==> src/rtl/pwm_bridge.sv <==
module pwm_bridge #(
  parameter int TW  = 8,
  parameter int DBW = 7
) (
  input  logic           clk,
  input  logic           rst_n,
  input  logic           duty_hi_we,
  input  logic [TW-1:0]  duty_hi_in,
  input  logic           duty_lo_we,
  input  logic [1:0]     duty_lo_in,
  input  logic [TW-1:0]  period_in,
  input  logic [1:0]     presc_sel,
  input  logic [1:0]     mode_sel,
  input  logic [DBW-1:0] dead_len,
  output logic           out_a,
  output logic           out_b,
  output logic           out_c,
  output logic           out_d
);
  localparam int DW = TW + 2;
  localparam int PW = 6;

  logic [TW-1:0]  duty_hi_q;
  logic [1:0]     duty_lo_q;
  logic [DW-1:0]  shadow_q;
  logic [TW-1:0]  tmr_q;
  logic [PW-1:0]  pre_q;
  logic           pwm_q;
  logic           lvl_q;
  logic [DBW-1:0] dead_q;

  logic           tick;
  logic [1:0]     sub;
  logic [DW-1:0]  pos;
  logic [DW-1:0]  next_duty;
  logic           match;
  logic           hit;
  logic           pwm_now;
  logic           dead_idle;

  always_comb begin
    case (presc_sel)
      2'd0:    begin tick = (pre_q[1:0] == 2'b11);   sub = pre_q[1:0]; end
      2'd1:    begin tick = (pre_q[3:0] == 4'hF);    sub = pre_q[3:2]; end
      default: begin tick = (pre_q == {PW{1'b1}});   sub = pre_q[5:4]; end
    endcase
  end

  assign pos       = {tmr_q, sub};
  assign next_duty = {duty_hi_q, duty_lo_q};
  assign match     = tick && (tmr_q == period_in);
  assign hit       = (pos == shadow_q);
  assign pwm_now   = pwm_q && !hit;
  assign dead_idle = (dead_q == '0);

  always_ff @(posedge clk or negedge rst_n) begin
    if (!rst_n) begin
      duty_hi_q <= '0;
      duty_lo_q <= '0;
    end else begin
      if (duty_hi_we) duty_hi_q <= duty_hi_in;
      if (duty_lo_we) duty_lo_q <= duty_lo_in;
    end
  end

  always_ff @(posedge clk or negedge rst_n) begin
    if (!rst_n) begin
      pre_q    <= '0;
      tmr_q    <= '0;
      shadow_q <= '0;
      pwm_q    <= 1'b0;
    end else begin
      pre_q <= pre_q + 1'b1;
      if (tick) tmr_q <= match ? '0 : tmr_q + 1'b1;
      if (match) begin
        shadow_q <= next_duty;
        pwm_q    <= (next_duty != '0);
      end else if (hit) begin
        pwm_q <= 1'b0;
      end
    end
  end

  always_ff @(posedge clk or negedge rst_n) begin
    if (!rst_n) begin
      lvl_q  <= 1'b0;
      dead_q <= '0;
    end else begin
      lvl_q <= pwm_now;
      if (pwm_now != lvl_q)  dead_q <= dead_len;
      else if (!dead_idle)   dead_q <= dead_q - 1'b1;
    end
  end

  always_comb begin
    out_a = 1'b0;
    out_b = 1'b0;
    out_c = 1'b0;
    out_d = 1'b0;
    case (mode_sel)
      2'd0: out_a = lvl_q;
      2'd1: begin
        out_a = lvl_q && dead_idle;
        out_b = !lvl_q && dead_idle;
      end
      2'd2: begin
        out_a = 1'b1;
        out_d = lvl_q;
      end
      default: begin
        out_c = 1'b1;
        out_b = lvl_q;
      end
    endcase
  end

  p_shadow_hold_r2: assert property (@(posedge clk) disable iff (!rst_n)
    !match |=> $stable(shadow_q));

  p_single_quiet_r7: assert property (@(posedge clk) disable iff (!rst_n)
    (mode_sel == 2'd0) |-> !(out_b || out_c || out_d));

  p_half_nonoverlap_r8: assert property (@(posedge clk) disable iff (!rst_n)
    (mode_sel == 2'd1) |-> !(out_a && out_b));

  p_half_gap_r8: assert property (@(posedge clk) disable iff (!rst_n)
    ((mode_sel == 2'd1) && $stable(mode_sel) && (dead_len != '0) && $rose(out_a))
      |-> !$past(out_b));

  p_fwd_steer_r9: assert property (@(posedge clk) disable iff (!rst_n)
    (mode_sel == 2'd2) |-> (out_a && !out_b && !out_c));

  p_rev_steer_r9: assert property (@(posedge clk) disable iff (!rst_n)
    (mode_sel == 2'd3) |-> (out_c && !out_a && !out_d));

endmodule

==> config.mk <==
export PLATFORM = sky130hd
export DESIGN_NAME = pwm_bridge
export DESIGN_NICKNAME = d
export VERILOG_FILES = /design/src/rtl/pwm_bridge.sv
export SDC_FILE = /design/constraint.sdc
export NUM_CORES = 1
export LEC_CHECK = 0
export ABC_AREA = 1
export BUFFER_PORTS_ARGS = -buffer_cell sky130_fd_sc_hd__buf_2
export CORE_ASPECT_RATIO = 1.75
export CORE_MARGIN = 2
export CORE_UTILIZATION = 51
export DETAILED_ROUTE_END_ITERATION = 16
export PLACE_DENSITY = 0.73
export SLEW_MARGIN = 0
export SYNTH_ARGS = -nofsm -noshare
export SYNTH_HDL_FRONTEND = slang
export SYNTH_SLANG_ARGS = --single-unit
==> constraint.sdc <==
create_clock -name clk -period 1.8 [get_ports clk]
set_input_delay 0.54 -clock clk [delete_from_list [all_inputs] [get_ports clk]]
set_output_delay 0.54 -clock clk [all_outputs]
set_load 0.02 [all_outputs]
==> flow_metrics.py, run 1 <==
metrics = {
    "run_status": {
        "result_of_the_run": "finished, violations left",
        "violations": "setup timing",
    },
    "timing": {
        "layout_min_cycle_time_ns": 2.189,
        "slew-limit-headroom_pct": 78.53,
        "rsz0062_at_grt": "true",
        "timing_hold_violations_final": 0,
        "slew_viol_final": 0,
        "tightest_slew_ns": 0.3191,
        "skew_ns": 0.004779,
        "fmax_mhz": 456.8,
        "setup_violations": 2,
        "post-route-period-util_pct": 121.6,
        "post-route-worst-setup-slack_ns": -0.3894,
    },
    "placement": {
        "io_buffers": 36,
        "placedCellCount": 398,
        "gp_congestion": 0.8350,
        "placement.cell_area_mm2": 0.002759,
        "dp_hpwl_mm": 3.816,
    },
    "critical_path": {
        "cp.arrival_ns": 1.65,
        "crit_type": "reg2out",
        "cp_slowest_cell": "sky130_fd_sc_hd__dfrtp_1",
        "path_cells": "inv_2 > ha_4 > nand4_1 > nor2_4 > inv_1 > nor2_1 > nor2_1 > nor3_4 > buf_6",
        "cp_slowest_stage_delay_ns": 0.40,
        "end_kind": "output pin",
        "critical-path-top-cell-by-count": "sky130_fd_sc_hd__nor2_1",
        "critPathMaxFanout": 3,
        "critPathRequiredTime_ns": 1.26,
        "worst_r2r_path_depth": 11,
        "worst_setup_path_start_kind": "flip-flop",
    },
    "synthesis": {
        "syn-num-nets": 339,
        "postSynth.topFlopCell": "sky130_fd_sc_hd__dfrtp_1",
        "syn_inst": 302,
        "synth_top_family_by_area": "simple AND/OR/NAND/NOR gates",
        "synth_compound_gate_area_share_pct": 6.871,
        "yosys.area_share.simple_pct": 32.85,
        "yosys-mux-area-fraction_pct": 0,
        "synth.yosys.warnings": 0,
        "synthAdderAreaFrac_pct": 2.082,
        "synth_area_leaders": "sky130_fd_sc_hd__dfrtp_1 45%, sky130_fd_sc_hd__nand2_1 12%, sky130_fd_sc_hd__inv_1 5.6%",
        "synth_cell_type_count": 28,
        "ys_async_rst_share_pct": 100.0,
        "part_of_the_yosys_area_used_for_sequential_elements_pct": 44.77,
        "ys_seq_elements": 43,
        "yosys-top-cells-count": "77 x sky130_fd_sc_hd__nand2_1, 43 x sky130_fd_sc_hd__dfrtp_1, 36 x sky130_fd_sc_hd__inv_1",
        "yosys.area_share.xor_xnor_pct": 5.830,
        "syn-cell-area_mm2": 0.002404,
        "synth_area_per_cell_um2": 7.959,
        "count_of_flip_flops_with_a_built_in_enable_after_synthesis": 0,
        "synthDominantAreaCellType": "sky130_fd_sc_hd__dfrtp_1",
        "netlist.area_leader.share_pct": 44.77,
        "count_leader_synth": "sky130_fd_sc_hd__nand2_1",
    },
    "drt": {
        "first_pass_iters": 6,
        "via_count": 2067,
        "detail_route.wl_per_cell_um": 12.01,
        "drc": 0,
        "detailed_route_wire_length_mm": 4.912,
        "route.antenna.remaining_nets": 0,
        "drt_first_iter_violations": 42,
        "post_drt_via_cell_ratio": 5.054,
    },
    "floorplan": {
        "fp.coreArea_mm2": 0.004624,
        "placement_rows": 33,
        "die-width_um": 55.90,
        "die_h_um": 94.82,
        "floorplan.initialDensity_pct": 51.98,
        "floorplan.io_pins": 37,
        "dieArea_mm2": 0.005300,
    },
    "layout": {
        "instances_no_fill": 409,
        "regArea_mm2": 0.001077,
        "layout-area-overhead-vs-synth_pct": 21.19,
        "nNetsFinal": 395,
        "antennaDiodeCount": 0,
        "footprint_of_the_multi_input_gates_mm2": 0.001187,
        "layout.filler_cells": 424,
        "post_route_cells_drive_above_1_share_pct": 27.73,
        "fin_area_mm2": 0.002913,
    },
    "clock_tree": {
        "clock_sink_count": 43,
        "cts_htree_levels": 2,
        "cts_made_buffers": 5,
        "ctsLongestPathBuffers": 2,
        "clock_latency_ns": 0.29,
        "clock_transition_at_the_register_clock_pins_on_the_worst_setup_and_hold_paths_after_cts_ns": 0.07,
        "tritoncts_clock_tree": "yes",
        "cts.root.buffer_cell": "sky130_fd_sc_hd__clkbuf_8",
    },
    "global_route": {
        "gr-usage-all-layers_pct": 20.59,
        "pin_count_of_the_biggest_net_entering_global_routing": 44,
        "antenna_violations_before_repair": 0,
        "grt_overflow_total": 0,
        "grt_first_pass_wirelength_mm": 8.528,
        "first_global_vias": 1984,
    },
    "pwr": {
        "peak_supply_drop_uv": 719.2,
        "cell_internal_pwr_mw": 1.914,
        "power.density_mw_per_mm2": 1002,
        "power.net_switching_mw": 1.006,
        "share_seq_of_total_power_pct": 44.6,
        "clock_power_share_pct": 18.7,
        "combPwrFrac_pct": 36.7,
        "cellLeakagePower_nw": 1.429,
        "switching_share_pct": 34.45,
    },
    "job": {
        "drv_cap": 0,
    },
    "min_path": {
        "hold_path.class": "in2async",
    },
}
[registers in the layout, indices dropped and copies added (netlist names)]
signal	flops
dead_q	7
duty_hi_q	8
duty_lo_q	2
lvl_q	1
pre_q	6
pwm_q	1
shadow_q	10
tmr_q	8
[per-layer routing]
layer  part of all wire (%)  global-route usage [%]  wire length (um)  vias to the layer above
li1                       -                       -                 -                     1073
met1                     39                   22.80              1909                      943
met2                     56                   39.09              2744                       41
met3                    2.7                   3.151               133                       10
met4                    2.5                   7.937               125                        0
met5                      0                       0                 0                        -
[critical path: cells and delay by family (launching register included)]
family        cells  cell delay, ns
simple gates      5            0.55
buf+inv           3            0.30
fa+ha+maj         1            0.13
flops             1            0.40
[final timing paths]
| kind | from | endpoint | slack (ns) |
|---|---|---|---|
| min in group clk | duty_hi_in[5] | duty_hi_q[5] | 0.45 |
| max in group asynchronous | rst_n | lvl_q | 1.37 |
| worst min-delay path | rst_n | pre_q[0] | 0.20 |
| worst max register to register | dead_q[0] | dead_q[1] | 0.14 |
| worst max-delay path | dead_q[0] | out_b | -0.39 |
| worst min register to register | pre_q[0] | pre_q[0] | 0.45 |
[power by group through the flow]
stage / combinational, mW / sequential (mW) / clock, mW
3_5_place_dp: 1.00 / 1.31 / 0
2_1_floorplan: 0.671 / 1.29 / 0
3_3_place_gp: 0.980 / 1.30 / 0
4_1_cts: 1.05 / 1.30 / 0.568
5_1_grt: 1.21 / 1.33 / 0.607
6_report: 1.07 / 1.30 / 0.546
[cells by family after synthesis]
| logic type | count (synthesis) |
|---|---|
| adders and majority gates | 4 |
| xor gates and xnor gates | 16 |
| and+or+nand+nor | 158 |
| DFF | 43 |
| buffers and inverters | 48 |
| AOI/OAI and AO/OA | 33 |
[repair_timing]
item / 4_1_cts / 5_1_grt
pin swaps: 1 / 1
buffers inserted: 2 / 4
gates resized for setup: 11 / 5
endpoints found under the setup margin: 2 / 7
hold buffers: 0 / 0
[layout by cell type (no fill, tap or decap), types with 5 or more instances in the layout]
master,netlist,routed
sky130_fd_sc_hd__nor2_1,19,18
sky130_fd_sc_hd__dfrtp_1,43,42
sky130_fd_sc_hd__o21ai_1,11,11
sky130_fd_sc_hd__buf_2,2,34
sky130_fd_sc_hd__buf_4,0,13
sky130_fd_sc_hd__nand4_1,9,9
sky130_fd_sc_hd__a21oi_1,6,6
sky130_fd_sc_hd__xor2_1,5,5
sky130_fd_sc_hd__nand3_2,5,5
sky130_fd_sc_hd__nand3_1,20,20
sky130_fd_sc_hd__inv_2,9,11
sky130_fd_sc_hd__nand2_1,77,77
sky130_fd_sc_hd__inv_1,36,34
sky130_fd_sc_hd__xnor2_1,11,11
sky130_fd_sc_hd__o21ai_0,16,15
sky130_fd_sc_hd__nand2_2,5,5
sky130_fd_sc_hd__clkbuf_8,0,5
[through the flow]
step / total power, mW / setup WS [ns] / utilization, % / setup TNS (ns) / hold WS [ns]
after floorplan: 1.958 / -0.06540 / - / -0.06540 / 0.2444
after global placement: 2.282 / -0.06995 / 59.66 / -0.1102 / 0.4671
after detailed placement: 2.313 / -0.1303 / 59.66 / -0.1931 / 0.4758
after CTS: 2.921 / -0.3950 / 62.23 / -0.7440 / 0.2146
after global routing: 3.148 / -0.4908 / 62.99 / -0.9222 / 0.2190
final: 2.920 / -0.3894 / 62.99 / -0.7222 / 0.2004
[final cells by class]
class / count / share of cell area (%)
inverters: 45 / 5.799
multi-input cells: 211 / 40.76
repair buffers: 52 / 11.73
flip-flops and latches: 43 / 36.98
clock buffers: 6 / 2.491
well taps: 52 / 2.234
No activity file was read; power rests on OpenSTA's default activity.
==> inputs of run 2 (changes only) <==
--- a/config.mk
+++ b/config.mk
@@ -12,7 +12,10 @@
 export CORE_UTILIZATION = 51
 export DETAILED_ROUTE_END_ITERATION = 16
 export PLACE_DENSITY = 0.73
+export SETUP_SLACK_MARGIN = 0.3
+export SKIP_LAST_GASP = 1
 export SLEW_MARGIN = 0
 export SYNTH_ARGS = -nofsm -noshare
 export SYNTH_HDL_FRONTEND = slang
 export SYNTH_SLANG_ARGS = --single-unit
+export TNS_END_PERCENT = 20
==> run 2 against run 1 <==
Net effect: the run still ends with setup timing left; combinational power grew 7%; clock skew is 0.00079 ns lower; critical path depth unchanged; sequential share of layout area down 2.6 points; sequential power about the same; critical path type unchanged.
==> flow_metrics.py, run 2 (synthesized netlist as in run 1, its figures left out) <==
metrics = {
    "critical_path": {
        "crit_path_start": "dead_q[0]",
        "worst_setup_path_start_kind": "flip-flop",
        "cp.arrival_ns": 1.64,
        "worst_r2r_path_depth": 11,
        "end_kind": "output pin",
        "cp_slowest_stage_delay_ns": 0.40,
        "critical-path-top-cell-by-count": "sky130_fd_sc_hd__nor2_1",
        "crit-reg2reg-capture": "dead_q[1]",
        "cp-endpoint": "out_b",
        "critical_path.reg2reg.startpoint": "dead_q[0]",
        "crit_type": "reg2out",
        "path_cells": "inv_2 > ha_4 > nand4_1 > nor2_4 > inv_1 > nor2_1 > nor2_1 > nor3_4 > buf_6",
        "critPathRequiredTime_ns": 1.26,
        "reg2reg_slack_ns": 0.14,
        "cp_slowest_cell": "sky130_fd_sc_hd__dfrtp_1",
        "critPathMaxFanout": 3,
    },
    "placement": {
        "dp_hpwl_mm": 3.816,
        "pre_cts_slack_ns": -0.1303,
        "gp_congestion": 0.8350,
        "io_buffers": 36,
    },
    "timing": {
        "skew_ns": 0.003990,
        "post-route-worst-setup-slack_ns": -0.3832,
        "post-route-period-util_pct": 121.3,
        "timing_hold_violations_final": 0,
        "fmax_mhz": 458.1,
        "setup_violations": 2,
        "hold-worst-slack_ns": 0.2035,
        "rsz0062_at_grt": "true",
        "slew_viol_final": 0,
        "tightest_slew_ns": 0.3456,
        "slew-limit-headroom_pct": 76.78,
        "layout_min_cycle_time_ns": 2.183,
    },
    "clock_tree": {
        "cts_hold_buf": 0,
        "clock_transition_at_the_register_clock_pins_on_the_worst_setup_and_hold_paths_after_cts_ns": 0.07,
        "tritoncts_clock_tree": "yes",
        "clock_latency_ns": 0.29,
        "clock_sink_count": 43,
        "cts_made_buffers": 5,
        "ctsLongestPathBuffers": 2,
        "cts.root.buffer_cell": "sky130_fd_sc_hd__clkbuf_8",
        "cts_htree_levels": 2,
    },
    "layout": {
        "post_route_cells_drive_above_1_share_pct": 33.33,
        "layout_top_registers": "shadow_q (10), duty_hi_q (8), tmr_q (8)",
        "final_common_cell": "sky130_fd_sc_hd__nand2_1",
        "most-common-layout-cells": "76 x sky130_fd_sc_hd__nand2_1, 41 x sky130_fd_sc_hd__dfrtp_1, 33 x sky130_fd_sc_hd__buf_2, 32 x sky130_fd_sc_hd__inv_1, 26 x sky130_fd_sc_hd__buf_4",
        "largest-register": "shadow_q",
        "layout-area-overhead-vs-synth_pct": 30.51,
        "largest_register_ff_count": 10,
        "nNetsFinal": 410,
        "fin_util_pct": 67.83,
        "layout.filler_cells": 394,
        "antennaDiodeCount": 0,
    },
    "pwr": {
        "peak_supply_drop_uv": 744.3,
        "clock_power_share_pct": 18.3,
        "cell_internal_pwr_mw": 1.928,
        "power.net_switching_mw": 1.072,
        "switching_share_pct": 35.74,
        "combPwrFrac_pct": 37.9,
        "cellLeakagePower_nw": 1.546,
        "power.density_mw_per_mm2": 956.5,
        "share_seq_of_total_power_pct": 43.7,
    },
    "drt": {
        "via_count": 2202,
        "drc": 0,
        "route.antenna.remaining_nets": 0,
        "detail_route.wl_per_cell_um": 13.06,
        "drt_first_iter_violations": 57,
        "post_drt_via_cell_ratio": 5.193,
        "first_pass_iters": 4,
        "detailed_route_wire_length_mm": 5.537,
    },
    "floorplan": {
        "fp.coreArea_mm2": 0.004624,
        "die_h_um": 94.82,
        "die-width_um": 55.90,
        "placement_rows": 33,
        "floorplan.io_pins": 37,
        "floorplan.initialDensity_pct": 51.98,
        "dieArea_mm2": 0.005300,
    },
    "global_route": {
        "pin_count_of_the_biggest_net_entering_global_routing": 44,
        "first_global_vias": 2114,
        "grt_overflow_total": 0,
        "gr-usage-all-layers_pct": 22.49,
        "antenna_violations_before_repair": 0,
        "grt_first_pass_wirelength_mm": 9.225,
    },
    "min_path": {
        "hold_path.class": "in2async",
    },
    "run_status": {
        "result_of_the_run": "finished, violations left",
        "violations": "setup timing",
    },
    "job": {
        "drv_cap": 0,
    },
}
## run 2: cell types whose count changed in the layout (fill, tap and decap cells not counted), moves of 2 or more
cell	before	now
sky130_fd_sc_hd__nand3_4	1	3
sky130_fd_sc_hd__inv_1	34	32
sky130_fd_sc_hd__buf_4	13	26
sky130_fd_sc_hd__inv_2	11	13
## run 2: stage by stage
step | setup TNS, ns | area (um^2) | power (mW) | instances
5_1_grt | -0.9560 | 3137 | 3.221 | 424
4_1_cts | -0.7347 | 3017 | 2.944 | 414
6_report | -0.7273 | 3137 | 3.000 | 424
2_1_floorplan | -0.06540 | 2420 | 1.958 | 302
3_3_place_gp | -0.1102 | 2759 | 2.282 | 398
3_5_place_dp | -0.1931 | 2759 | 2.313 | 398
## run 2: layer usage
layer	GRT usage [%]	vias up	wire length (um)
met5	0	-	0
met4	9.722	0	125
met3	3.562	15	175
met2	43.55	54	3225
met1	23.60	1030	2010
li1	-	1103	-
## run 2: area by class of cell
| class | count | area [um^2] | share of cell area [%] |
|---|---|---|---|
| Clock buffer | 6 | 72.57 | 2.314 |
| Inverter | 45 | 168.9 | 5.385 |
| Multi-Input combinational cell | 212 | 1274 | 40.61 |
| Sequential cell | 43 | 1079 | 34.38 |
| Tap cell | 52 | 65.06 | 2.074 |
| Timing Repair Buffer | 66 | 478.0 | 15.24 |
## run 2: worst max-delay path: cells and delay by family, from the launching register on
kind | cells | cell delay, ns
and+or+nand+nor | 5 | 0.53
DFF | 1 | 0.40
adders and majority gates | 1 | 0.13
buffers and inverters | 3 | 0.30
## run 2: how the worst min path moves through the flow
stage / start / to / slack, ns / cells after the start
2_1_floorplan: rst_n / dead_q[0] / 0.24 / 0
3_3_place_gp: pre_q[0] / pre_q[0] / 0.47 / 1
3_5_place_dp: pre_q[0] / pre_q[0] / 0.48 / 1
4_1_cts: rst_n / pre_q[0] / 0.21 / 2
5_1_grt: rst_n / pre_q[0] / 0.22 / 2
6_report: rst_n / pre_q[0] / 0.20 / 2
## run 2: power groups by stage
stage,combinational (mW),sequential (mW),clock (mW)
floorplan,0.671,1.29,0
global placement,0.980,1.30,0
detailed placement,1.00,1.31,0
CTS,1.07,1.30,0.568
global route,1.27,1.34,0.614
finish,1.14,1.31,0.550
## run 2: repair_timing
action / 4_1_cts / 5_1_grt
pin swaps: 2 / 5
buffers inserted: 8 / 10
hold endpoints to repair: 0 / 0
gates cloned: 2 / 0
endpoints found under the setup margin: 27 / 29
resized for setup: 24 / 10
